[src/rtl/codec_regif_pkg.sv]
package codec_regif_pkg;

  localparam int unsigned BYTE_W  = 8;
  localparam int unsigned SEL_W   = 5;

  localparam logic [SEL_W-1:0] IX_FMT    = 5'd8;
  localparam logic [SEL_W-1:0] IX_IFCFG  = 5'd9;
  localparam logic [SEL_W-1:0] IX_INIT   = 5'd11;
  localparam logic [SEL_W-1:0] IX_MODE   = 5'd12;
  localparam logic [SEL_W-1:0] IX_ALTST  = 5'd24;
  localparam logic [SEL_W-1:0] IX_RSV_A  = 5'd21;
  localparam logic [SEL_W-1:0] IX_RSV_B  = 5'd27;
  localparam logic [SEL_W-1:0] IX_RSV_C  = 5'd29;

  localparam int unsigned MCE_BIT   = 6;
  localparam int unsigned WIDE_BIT  = 6;
  localparam int unsigned PEND_BIT  = 4;
  localparam int unsigned BUSY_BIT  = 5;
  localparam int unsigned RSV9_BIT  = 5;

  // Power-on content of each indirect register
  function automatic logic [BYTE_W-1:0] reg_reset_value(input int unsigned n);
    case (n)
      2, 3, 4, 5, 18, 19: return 8'h88;
      6, 7:               return 8'h80;
      9:                  return 8'h08;
      12:                 return 8'h8A;
      25, 26:             return 8'hA0;
      default:            return 8'h00;
    endcase
  endfunction

  // Effective indirect select from the pointer and the addressing mode
  function automatic logic [SEL_W-1:0] pick_index(input logic [6:0] ptr, input logic wide);
    return wide ? ptr[4:0] : {1'b0, ptr[3:0]};
  endfunction

  // Format byte with either the whole byte or only the upper nibble opened
  function automatic logic [BYTE_W-1:0] fmt_merge(input logic [BYTE_W-1:0] old_v,
                                                   input logic [BYTE_W-1:0] new_v,
                                                   input logic whole);
    return whole ? new_v : {new_v[7:4], old_v[3:0]};
  endfunction

endpackage

[src/rtl/codec_regif_index.sv]
module codec_regif_index
  import codec_regif_pkg::*;
(
  input  logic             clk,
  input  logic             rst_n,
  input  logic             wr_en,
  input  logic [6:0]       wdata,
  input  logic             wide,
  input  logic             cal_ok,
  output logic [6:0]       ptr_q,
  output logic [SEL_W-1:0] sel,
  output logic             mce,
  output logic             cal_arm
);

  always_ff @(posedge clk) begin
    if (!rst_n) ptr_q <= 7'h40;
    else if (wr_en) ptr_q <= wdata;
  end

  assign mce     = ptr_q[MCE_BIT];
  assign sel     = pick_index(ptr_q, wide);
  assign cal_arm = wr_en && !ptr_q[MCE_BIT] && wdata[MCE_BIT] && cal_ok;

endmodule

[src/rtl/codec_regif_calib.sv]
module codec_regif_calib #(
  parameter int unsigned CAL_RELOAD = 1,
  parameter int unsigned CAL_W      = 4
) (
  input  logic clk,
  input  logic rst_n,
  input  logic load,
  input  logic consume,
  output logic busy
);

  logic [CAL_W-1:0] cnt_q;

  always_ff @(posedge clk) begin
    if (!rst_n)                    cnt_q <= '0;
    else if (load)                 cnt_q <= CAL_W'(CAL_RELOAD);
    else if (consume && busy)      cnt_q <= cnt_q - 1'b1;
  end

  assign busy = (cnt_q != '0);

endmodule

[src/rtl/codec_regif_wpolicy.sv]
module codec_regif_wpolicy
  import codec_regif_pkg::*;
(
  input  logic [SEL_W-1:0]  sel,
  input  logic [BYTE_W-1:0] wdata,
  input  logic [BYTE_W-1:0] old_v,
  input  logic              mce,
  input  logic              pend,
  output logic              accept,
  output logic [BYTE_W-1:0] store_v,
  output logic              pend_drop
);

  always_comb begin
    accept    = 1'b1;
    store_v   = wdata;
    pend_drop = 1'b0;
    case (sel)
      IX_RSV_A, IX_RSV_B, IX_RSV_C, IX_INIT: accept = 1'b0;
      IX_MODE: begin
        store_v = old_v;
        store_v[WIDE_BIT] = wdata[WIDE_BIT];
      end
      IX_IFCFG: store_v[RSV9_BIT] = 1'b0;
      IX_FMT: begin
        accept  = mce || pend;
        store_v = fmt_merge(old_v, wdata, mce);
      end
      IX_ALTST: pend_drop = old_v[PEND_BIT] && !wdata[PEND_BIT];
      default: ;
    endcase
  end

endmodule

[src/rtl/codec_regif_bank.sv]
module codec_regif_bank
  import codec_regif_pkg::*;
#(
  parameter int unsigned NREG = 32
) (
  input  logic                   clk,
  input  logic                   rst_n,
  input  logic                   wr_en,
  input  logic [SEL_W-1:0]       wr_sel,
  input  logic [BYTE_W-1:0]      wr_val,
  input  logic                   status_clr,
  input  logic                   set_pend,
  output logic [NREG*BYTE_W-1:0] regs_flat
);

  for (genvar g = 0; g < NREG; g++) begin : g_reg
    logic [BYTE_W-1:0] q, nxt;
    always_comb begin
      nxt = q;
      if (wr_en && wr_sel == SEL_W'(g)) nxt = wr_val;
      if (SEL_W'(g) == IX_ALTST) begin
        if (status_clr) nxt[6:4] = 3'b000;
        if (set_pend)   nxt[PEND_BIT] = 1'b1;
      end
    end
    always_ff @(posedge clk) begin
      if (!rst_n) q <= reg_reset_value(g);
      else        q <= nxt;
    end
    assign regs_flat[g*BYTE_W +: BYTE_W] = q;
  end

endmodule

[src/rtl/codec_regif.sv]
module codec_regif
  import codec_regif_pkg::*;
#(
  parameter int unsigned NREG       = 32,
  parameter int unsigned CAL_RELOAD = 1,
  parameter int unsigned CAL_W      = 4
) (
  input  logic                   clk,
  input  logic                   rst_n,
  input  logic [1:0]             bus_addr,
  input  logic                   bus_wr,
  input  logic                   bus_rd,
  input  logic [7:0]             bus_wdata,
  output logic [7:0]             bus_rdata,
  input  logic                   set_irq,
  output logic                   irq,
  output logic                   fmt_load,
  output logic [NREG*BYTE_W-1:0] regs_flat
);

  localparam logic [1:0] P_INDEX  = 2'd0;
  localparam logic [1:0] P_DATA   = 2'd1;
  localparam logic [1:0] P_STATUS = 2'd2;

  logic [BYTE_W-1:0] reg_arr [NREG];
  for (genvar g = 0; g < NREG; g++) begin : g_unpack
    assign reg_arr[g] = regs_flat[g*BYTE_W +: BYTE_W];
  end

  logic             idx_wr, data_wr, status_wr, data_rd;
  logic [6:0]       ptr_q;
  logic [SEL_W-1:0] sel;
  logic             mce, cal_arm, cal_busy;
  logic             wide, cal_ok, pend;
  logic             accept, pend_drop;
  logic [7:0]       store_v, cur_v;
  logic             int_q, fmt_q;

  assign idx_wr    = bus_wr && bus_addr == P_INDEX;
  assign data_wr   = bus_wr && bus_addr == P_DATA;
  assign status_wr = bus_wr && bus_addr == P_STATUS;
  assign data_rd   = bus_rd && bus_addr == P_DATA;

  assign wide   = reg_arr[IX_MODE][WIDE_BIT];
  assign cal_ok = reg_arr[IX_IFCFG][4:3] != 2'b00;
  assign pend   = reg_arr[IX_ALTST][PEND_BIT];
  assign cur_v  = reg_arr[sel];

  codec_regif_index u_index (
    .clk(clk), .rst_n(rst_n), .wr_en(idx_wr), .wdata(bus_wdata[6:0]),
    .wide(wide), .cal_ok(cal_ok), .ptr_q(ptr_q), .sel(sel), .mce(mce),
    .cal_arm(cal_arm)
  );

  codec_regif_calib #(.CAL_RELOAD(CAL_RELOAD), .CAL_W(CAL_W)) u_calib (
    .clk(clk), .rst_n(rst_n), .load(cal_arm),
    .consume(data_rd && sel == IX_INIT), .busy(cal_busy)
  );

  codec_regif_wpolicy u_policy (
    .sel(sel), .wdata(bus_wdata), .old_v(cur_v), .mce(mce), .pend(pend),
    .accept(accept), .store_v(store_v), .pend_drop(pend_drop)
  );

  codec_regif_bank #(.NREG(NREG)) u_bank (
    .clk(clk), .rst_n(rst_n), .wr_en(data_wr && accept), .wr_sel(sel),
    .wr_val(store_v), .status_clr(status_wr), .set_pend(set_irq),
    .regs_flat(regs_flat)
  );

  always_ff @(posedge clk) begin
    if (!rst_n) begin
      int_q <= 1'b0;
      fmt_q <= 1'b0;
    end else begin
      fmt_q <= data_wr && accept && sel == IX_FMT;
      if (set_irq)                                  int_q <= 1'b1;
      else if (status_wr || (data_wr && pend_drop)) int_q <= 1'b0;
    end
  end

  always_comb begin
    case (bus_addr)
      P_INDEX:  bus_rdata = {1'b0, ptr_q};
      P_DATA: begin
        bus_rdata = cur_v;
        if (sel == IX_INIT && cal_busy) bus_rdata[BUSY_BIT] = 1'b1;
      end
      P_STATUS: bus_rdata = {7'b0, int_q};
      default:  bus_rdata = 8'h00;
    endcase
  end

  assign irq      = int_q;
  assign fmt_load = fmt_q;

endmodule

[config.mk]
export PLATFORM = sky130hd
export DESIGN_NAME = codec_regif
export DESIGN_NICKNAME = d
export VERILOG_FILES = /design/src/rtl/codec_regif_pkg.sv /design/src/rtl/codec_regif_index.sv /design/src/rtl/codec_regif_calib.sv /design/src/rtl/codec_regif_wpolicy.sv /design/src/rtl/codec_regif_bank.sv /design/src/rtl/codec_regif.sv
export SDC_FILE = /design/constraint.sdc
export NUM_CORES = 1
export LEC_CHECK = 0
export BUFFER_PORTS_ARGS = -buffer_cell sky130_fd_sc_hd__buf_4
export CORE_ASPECT_RATIO = 1.5
export CORE_MARGIN = 5
export CORE_UTILIZATION = 59
export CTS_CLUSTER_SIZE = 14
export DETAILED_ROUTE_END_ITERATION = 10
export GPL_TIMING_DRIVEN = 0
export PLACE_DENSITY = 0.9
export SKIP_CTS_REPAIR_TIMING = 1
export SLEW_MARGIN = 10
export SYNTH_ARGS = -nofsm -noshare
export SYNTH_HDL_FRONTEND = slang
export SYNTH_SLANG_ARGS = --single-unit
[constraint.sdc]
create_clock -name clk -period 5.7 [get_ports clk]
set_input_delay 0.285 -clock clk [delete_from_list [all_inputs] [get_ports clk]]
set_output_delay 0.285 -clock clk [all_outputs]
set_load 0.1 [all_outputs]
==> results.py, run 1 <==
metrics = {
    "run_status": {
        "outcome": "completed",
    },
    "grt": {
        "grtUsageTotal": 0.4009,
        "grt_pass1_vias": 11340,
        "grt_overflow": 0,
        "antenna_found_initial": 0,
        "grt_pass1_wl_um": 73010,
        "grt_max_degree": 15,
    },
    "sta": {
        "fmax_mhz": 242.4,
        "fin_crit_sh": 0.7237,
        "fin_worst_skew_ns": 0.01336,
        "rsz0062_at_grt": "no",
        "maxSlewHeadroom": 0.1220,
        "fin_hold_ws_ns": 0.03095,
        "slew_violations": 0,
        "tightestPinTransition_ns": 1.284,
        "final_hold_viol_count": 0,
        "tns_ns": 0,
        "setup_violations": 0,
        "period_needed_ns": 4.125,
    },
    "synth": {
        "synthArstFlopShare": 0,
        "yosys_warnings": 0,
        "ys_seq_area_frac": 0.4282,
        "synth_ff_type": "dfxtp_1",
        "synth_fp_nets": 1161,
        "synth_edf_count": 0,
        "netlist_area_sq_um": 12580,
        "ys_types": 62,
        "synthCells": 1145,
        "synth_area_per_cell_sq_um": 10.98,
        "ys_ff_latch": 269,
    },
    "pwr": {
        "power_frac_comb": 0.079,
        "pwr-share-clk": 0.460,
        "p_sw_frac": 0.2451,
        "p_leak_nw": 6.469,
        "seqPwrFrac": 0.461,
        "p_switching_w": 0.001007,
        "power.density_nw_per_um2": 257.8,
        "peakVddDrop_uv": 237.2,
        "p_total_w": 0.004108,
        "internal_power_w": 0.003101,
    },
    "detailed_routing": {
        "drc": 0,
        "viasPerCell": 6.454,
        "vias": 11240,
        "ant_nets": 0,
        "drt_iter0_drc": 1289,
        "wl_per_cell_um": 28.90,
        "routed_wl_um": 50310,
        "detail_route.first_pass.iterations": 5,
    },
    "cts": {
        "cts_buffer_depth": 3,
        "cts_tree": "yes",
        "clkTransAtPathRegs_ns": 0.07,
        "clk_latency_ns": 0.55,
        "cts-root-buf": "clkbuf_16",
        "cts_buffers": 26,
        "cts_sinks": 269,
        "htreeDepth": 1,
    },
    "setup_path": {
        "worstSetupPathType": "flop to primary output",
        "ff2ff_setup_slack_ns": 2.66,
        "cp_data_required_time_ns": 5.41,
        "crit_arrival_ns": 3.84,
        "worst_setup_path_start_kind": "flop",
        "critical_path.endpoint_type": "primary output",
        "crit_fanout": 10,
    },
    "die": {
        "die_area_sq_um": 24400,
        "core_area_sq_um": 21060,
        "die_h_um": 188.8,
        "start_util": 0.5971,
        "num_io_pins": 281,
        "die_w_um": 129.2,
        "rows": 65,
    },
    "placement": {
        "io_buffers": 277,
        "dp_hpwl_um": 36620,
        "gp_congestion": 1.012,
    },
    "layout": {
        "final_cell_mix": "buf_4 (288), dfxtp_1 (269), mux2i_1 (190)",
        "postLayoutCoreUtil": 0.7565,
        "drive_above_1_share": 0.3202,
        "final_nets": 1467,
        "layout.cells.most_common": "buf_4",
        "synthToLayoutAreaGrowth_pct": 26.70,
    },
    "job": {
        "max-cap-violations": 0,
    },
    "worst_hold_path": {
        "hold_class": "primary input to flop",
    },
}
-- per-stage QoR --
step	instances	worst slack, ns	instance area [sq um]
CTS	1738	1.683	15920
global placement	1690	2.201	14990
global route	1739	1.610	15930
detailed placement	1690	2.259	14990
finish	1741	1.575	15940
floorplan	1145	0.8958	12580
-- worst max-delay path: stages, from the launching register on --
cell       delay [ns]
dfxtp_1          0.62
nand2_1          0.35
clkbuf_1         0.38
a2111oi_0        1.08
a221o_1          0.37
o21ai_0          0.19
buf_4            0.30
-- layer usage --
metal	vias to the layer above	part of all wire	global-route usage
li1	4685	-	-
met1	5439	0.34	0.4556
met2	864	0.48	0.6605
met3	249	0.095	0.08140
met4	0	0.086	0.2866
met5	-	0	0
-- synth_stat cells (12+ instances only) --
cell type / instances / area, sq um
nand2b_1: 12 / 75.07
nor2b_1: 159 / 994.7
buf_2: 29 / 145.1
and2_1: 41 / 256.5
clkbuf_1: 41 / 153.9
mux4_2: 57 / 1284
o211a_1: 39 / 390.4
nand2_1: 106 / 397.9
mux2i_1: 190 / 1902
nor2_1: 25 / 93.84
dfxtp_1: 269 / 5385
-- cell families after synthesis --
kind of cell,count (synthesis),synth area share
compound gates,116,0.07750
buf+inv,95,0.04138
simple gates,401,0.1831
mux,260,0.2667
xor+xnor,3,0.002090
fa+ha+maj,1,0.0009947
flops,269,0.4282
-- registers in the layout, summed over array words and instances (netlist names) --
signal	cells
fmt_load	1
irq	1
u_bank.g.q	256
u_calib.cnt_q	4
u_index.ptr_q	7
-- layout make-up --
type / instances / area (sq um)
Multi-Input combinational cell: 781 / 6671
Antenna cell: 2 / 5.005
Tap cell: 268 / 335.3
Fill cell: 1457 / 5129
Timing Repair Buffer: 278 / 2090
Inverter: 5 / 18.77
Buffer: 90 / 501.7
Clock inverter: 11 / 155.1
Clock buffer: 37 / 773.2
Sequential cell: 269 / 5385
-- power groups by stage --
| stage | sequential, W | combinational (W) | clock [W] |
|---|---|---|---|
| after floorplan | 0.00196 | 0.000174 | 0 |
| final | 0.00189 | 0.000325 | 0.00189 |
| after CTS | 0.00189 | 0.000314 | 0.00188 |
| after detailed placement | 0.00193 | 0.000312 | 0 |
| after global placement | 0.00193 | 0.000310 | 0 |
| after global routing | 0.00189 | 0.000329 | 0.00197 |
-- worst paths after layout --
check / start / end / cells after the start
max: u_bank.g_reg[12].q[6] / bus_rdata[0] / 6
max reg2reg: u_bank.g_reg[12].q[6] / u_bank.g_reg[8].q[0] / 5
min: bus_wdata[0] / u_index.ptr_q[0] / 3
min reg2reg: u_bank.g_reg[9].q[5] / u_bank.g_reg[9].q[5] / 2
Power figures use the tool's default switching activity.
==> run 2: changes to the inputs <==
- CORE_UTILIZATION: 59 -> 55
- PLACE_DENSITY: 0.9 -> 0.85
- clock period: 5.7 -> 4.29 ns (I/O delays scaled with it)
==> results.py, run 2 (synthesized netlist as in run 1, its figures left out) <==
metrics = {
    "grt": {
        "grt_pass1_wl_um": 73020,
        "grt_max_degree": 15,
        "grt_pass1_vias": 11190,
        "grtUsageTotal": 0.3753,
        "grt_overflow": 0,
        "antenna_found_initial": 1,
    },
    "detailed_routing": {
        "drc": 0,
        "wl_per_cell_um": 28.93,
        "drt_iter0_drc": 1003,
        "ant_nets": 0,
        "vias": 11000,
        "routed_wl_um": 50520,
        "detail_route.first_pass.iterations": 5,
        "viasPerCell": 6.298,
    },
    "setup_path": {
        "path_delay_family": "buffers and inverters",
        "worst_setup_path_start_kind": "flop",
        "crit_fanout": 10,
        "worstSetupPathType": "flop to primary output",
        "cp_slowest_stage_delay_ns": 0.44,
        "crit_top_cell": "buf_2",
        "crit_arrival_ns": 3.65,
        "path_cells": "buf_4 -> buf_6 -> buf_2 -> buf_2 -> buf_2 -> mux2i_1 -> nor2_1 -> a211oi_1 -> nor4_2 -> buf_4",
        "r2r_cells": 8,
        "critical_path.endpoint_type": "primary output",
        "cp_data_required_time_ns": 4.08,
        "rr_startpoint": "u_index.ptr_q[0]",
        "cp.depth": 10,
        "crit_start": "u_index.ptr_q[3]",
        "cp.buffers_inverters": 6,
        "crit_slowest_cell": "buf_2",
    },
    "worst_hold_path": {
        "hold_class": "primary input to flop",
        "holdPathStages": 3,
        "hold_path.startpoint": "bus_wdata[1]",
    },
    "sta": {
        "fin_worst_skew_ns": 0.02320,
        "period_needed_ns": 3.869,
        "tns_ns": 0,
        "fmax_mhz": 258.4,
        "tightestPinTransition_ns": 1.246,
        "rsz0062_at_grt": "no",
        "slew_violations": 0,
        "fin_crit_sh": 0.9019,
        "setup_violations": 0,
        "fin_hold_ws_ns": -0.02009,
        "maxSlewHeadroom": 0.1459,
        "final_hold_viol_count": 2,
    },
    "pwr": {
        "power_frac_comb": 0.083,
        "p_leak_nw": 6.425,
        "internal_power_w": 0.003957,
        "seqPwrFrac": 0.478,
        "p_switching_w": 0.001302,
        "p_sw_frac": 0.2475,
        "power.density_nw_per_um2": 331.0,
        "peakVddDrop_uv": 330.6,
        "pwr-share-clk": 0.439,
    },
    "die": {
        "die_area_sq_um": 26050,
        "die_h_um": 195.2,
        "start_util": 0.5598,
        "die_w_um": 133.5,
        "rows": 67,
        "num_io_pins": 281,
        "core_area_sq_um": 22470,
    },
    "layout": {
        "synthToLayoutAreaGrowth_pct": 26.32,
        "drive_above_1_share": 0.3188,
        "final_cell_mix": "buf_4 (288), dfxtp_1 (269), mux2i_1 (190)",
        "multi_input_area_sq_um": 6685,
        "reg_top3": "u_bank.g.q x256, u_index.ptr_q x7, u_calib.cnt_q x4",
        "layout.cells.most_common": "buf_4",
        "largest-register": "u_bank.g.q",
        "largest_reg_flops": 256,
        "final_cell_area_sq_um": 15890,
        "nFillCells": 1689,
        "final_nets": 1468,
        "seq_area_sq_um": 5385,
    },
    "cts": {
        "cts_sinks": 269,
        "clk_latency_ns": 0.55,
        "cts-root-buf": "clkbuf_16",
        "clkTransAtPathRegs_ns": 0.07,
        "cts_tree": "yes",
        "cts_buffer_depth": 3,
        "htreeDepth": 1,
        "cts_buffers": 25,
    },
    "run_status": {
        "outcome": "finished with violations",
        "violations": "negative hold slack",
    },
    "job": {
        "max-cap-violations": 0,
    },
    "placement": {
        "io_buffers": 277,
        "dp_hpwl_um": 37530,
        "dpl_cell_area_sq_um": 15010,
        "gp_congestion": 0.9844,
    },
}
[run 2: cell count changes in the layout (fill, tap and decap cells not counted), sizes merged]
cell,delta
bufinv,-2
dlygate4sd3,+2
clkinv,-5
inv,+1
clkinvlp,+1
[run 2: power groups by stage]
stage          registers [W]  logic (W)  clock network, W
3_3_place_gp         0.00257   0.000419                 0
5_1_grt              0.00251   0.000442           0.00241
3_5_place_dp         0.00257   0.000420                 0
6_report             0.00251   0.000435           0.00231
2_1_floorplan        0.00261   0.000232                 0
4_1_cts              0.00251   0.000421           0.00230
[run 2: worst register-to-register path, stage by stage, from the launching register on]
cell,delay (ns)
dfxtp_1,0.31
buf_4,0.14
buf_6,0.19
buf_4,0.31
mux2i_1,0.27
mux2i_1,0.99
buf_2,0.53
mux2i_1,0.17
nor2b_1,0.15
[run 2: routing by layer]
metal / up-vias / routed length (um) / track usage
li1: 4688 / - / -
met1: 5362 / 17570 / 0.4254
met2: 730 / 24800 / 0.6479
met3: 217 / 3787 / 0.05510
met4: 0 / 4356 / 0.2570
met5: - / 0 / 0
[run 2: final timing paths]
| kind | to | slack, ns |
|---|---|---|
| worst max-delay path | bus_rdata[5] | 0.42 |
| worst min-delay path | u_index.ptr_q[1] | -0.02 |
| worst max register to register | u_bank.g_reg[17].q[0] | 1.16 |
| worst min register to register | u_bank.g_reg[9].q[5] | 0.47 |
[run 2: area by class of cell]
class | count | share of cell area
flip-flops and latches | 269 | 0.3390
clock buffers | 37 | 0.04725
plain buffers | 90 | 0.03158
repair buffers | 280 | 0.1328
inverters | 5 | 0.001181
clock inverters | 6 | 0.005434
well taps | 276 | 0.02174
diodes | 2 | 0.0003150
multi-input cells | 781 | 0.4208
[run 2: metrics by stage]
stage                     utilization  setup WS [ns]  power, W  instances
after detailed placement       0.6683         0.8889  0.002991       1698
after global placement         0.6683         0.8660  0.002990       1698
after floorplan                     -         0.1599  0.002839       1145
after CTS                      0.7056         0.3154  0.005238       1741
final                          0.7072         0.4207  0.005258       1746
after global routing           0.7071         0.4196  0.005362       1745
==> run 3: changes to the inputs <==
- CTS_BUF_LIST: default -> sky130_fd_sc_hd__clkbuf_8 sky130_fd_sc_hd__clkbuf_16
- HOLD_SLACK_MARGIN: default -> 0.1
==> results.py, run 3 (synthesized netlist as in run 1, its figures left out) <==
metrics = {
    "layout": {
        "reg_top3": "u_bank.g.q x256, u_index.ptr_q x7, u_calib.cnt_q x4",
        "largest_reg_flops": 256,
        "synthToLayoutAreaGrowth_pct": 26.80,
        "nFillCells": 1678,
        "largest-register": "u_bank.g.q",
        "drive_above_1_share": 0.3175,
        "layout.cells.most_common": "buf_4",
        "final_cell_mix": "buf_4 (288), dfxtp_1 (269), mux2i_1 (190)",
        "final_nets": 1474,
    },
    "cts": {
        "cts_buffer_depth": 3,
        "cts_buffers": 25,
        "clkTransAtPathRegs_ns": 0.07,
        "cts_sinks": 269,
        "cts-root-buf": "clkbuf_16",
        "cts_tree": "yes",
        "clk_latency_ns": 0.55,
        "htreeDepth": 1,
    },
    "sta": {
        "maxSlewHeadroom": 0.1688,
        "fin_hold_ws_ns": 0.1911,
        "tightestPinTransition_ns": 1.212,
        "final_hold_viol_count": 0,
        "fmax_mhz": 257.9,
        "setup_violations": 0,
        "final.setup.worst_slack_ns": 0.4129,
        "fin_crit_sh": 0.9037,
        "tns_ns": 0,
        "rsz0062_at_grt": "no",
        "period_needed_ns": 3.877,
        "slew_violations": 0,
        "fin_worst_skew_ns": 0.02628,
    },
    "pwr": {
        "p_total_w": 0.005254,
        "peakVddDrop_uv": 330.6,
        "power.density_nw_per_um2": 329.5,
        "p_leak_nw": 6.467,
    },
    "worst_hold_path": {
        "holdPathStages": 5,
        "hold_path.startpoint": "bus_rd",
        "hold_path_end": "u_calib.cnt_q[1]",
        "hold_class": "primary input to flop",
    },
    "detailed_routing": {
        "vias": 11090,
        "drt_iter0_drc": 887,
        "wl_per_cell_um": 28.95,
        "drc": 0,
        "ant_nets": 0,
        "detail_route.first_pass.iterations": 7,
        "viasPerCell": 6.330,
        "routed_wl_um": 50720,
    },
    "die": {
        "start_util": 0.5598,
        "core_area_sq_um": 22470,
        "die_area_sq_um": 26050,
        "die_h_um": 195.2,
        "die_w_um": 133.5,
        "rows": 67,
        "num_io_pins": 281,
    },
    "grt": {
        "grt_overflow": 0,
        "antenna_found_initial": 1,
        "grt_max_degree": 15,
        "grtUsageTotal": 0.3753,
        "grt_pass1_vias": 11190,
        "grt_pass1_wl_um": 73020,
    },
    "setup_path": {
        "worst_setup_path_start_kind": "flop",
        "crit_arrival_ns": 3.66,
        "cp_data_required_time_ns": 4.08,
        "crit_top_cell": "buf_2",
        "crit_slowest_cell": "buf_2",
        "path_delay_family": "buffers and inverters",
        "path_cells": "buf_4 -> buf_6 -> buf_2 -> buf_2 -> buf_2 -> mux2i_1 -> nor2_1 -> a211oi_1 -> nor4_2 -> buf_4",
        "critical_path.endpoint_type": "primary output",
        "ff2ff_setup_slack_ns": 1.19,
        "worstSetupPathType": "flop to primary output",
        "rr_startpoint": "u_bank.g_reg[12].q[6]",
        "r2r_cells": 7,
        "cp.buffers_inverters": 6,
        "cp_slowest_stage_delay_ns": 0.44,
        "r2r_end": "u_bank.g_reg[17].q[2]",
        "crit_fanout": 10,
    },
    "placement": {
        "io_buffers": 277,
        "pre_cts_ws_ns": 0.8889,
        "dp_hpwl_um": 37530,
        "gp_congestion": 0.9844,
    },
    "job": {
        "max-cap-violations": 0,
    },
    "run_status": {
        "outcome": "completed",
    },
}
[run 3: stage by stage]
stage / cell area, sq um / cells / utilization
floorplan: 12590 / 1145 / -
global placement: 15010 / 1698 / 0.6683
detailed placement: 15010 / 1698 / 0.6683
CTS: 15850 / 1741 / 0.7056
global route: 15950 / 1751 / 0.7097
finish: 15950 / 1752 / 0.7098
[run 3: report_power, final]
group / internal, W / leakage [nW] / switching [W]
sequential: 0.00251 / 2.17 / 0.00000977
clock: 0.00132 / 0.428 / 0.000983
combinational: 0.000130 / 3.87 / 0.000311
[run 3: worst min-delay path, stage by stage]
cell and delay [ns]:
buf_4 0.12, nand3b_1 0.13, nor4_4 0.07, nor2_1 0.08
a211oi_1 0.06
[run 3: worst max-delay path by stage]
stage	start	slack (ns)	depth (start not counted)	endpoint
after floorplan	u_bank.g_reg[7].q[0]	0.16	4	bus_rdata[0]
after global placement	u_bank.g_reg[12].q[6]	0.87	6	bus_rdata[0]
after detailed placement	u_index.ptr_q[1]	0.89	7	bus_rdata[0]
after CTS	u_index.ptr_q[3]	0.32	9	bus_rdata[0]
after global routing	u_index.ptr_q[3]	0.42	9	bus_rdata[0]
final	u_index.ptr_q[3]	0.41	10	bus_rdata[5]
[run 3: final cells by class]
cell class                      instances  area (sq um)  share of cell area
Buffer                                 90         501.7             0.03146
Clock buffer                           33         735.7             0.04613
Sequential cell                       269          5385              0.3377
Multi-Input combinational cell        781          6685              0.4192
Inverter                                5         18.77            0.001177
Timing Repair Buffer                  286          2170              0.1360
Antenna cell                            2         5.005           0.0003138
Tap cell                              276         345.3             0.02165
Clock inverter                         10         101.3            0.006355
[run 3: per-layer routing]
metal  wire length (um)  track usage
met3               3904      0.05510
met5                  0            0
met4               4421       0.2570
met1              17530       0.4254
met2              24860       0.6479
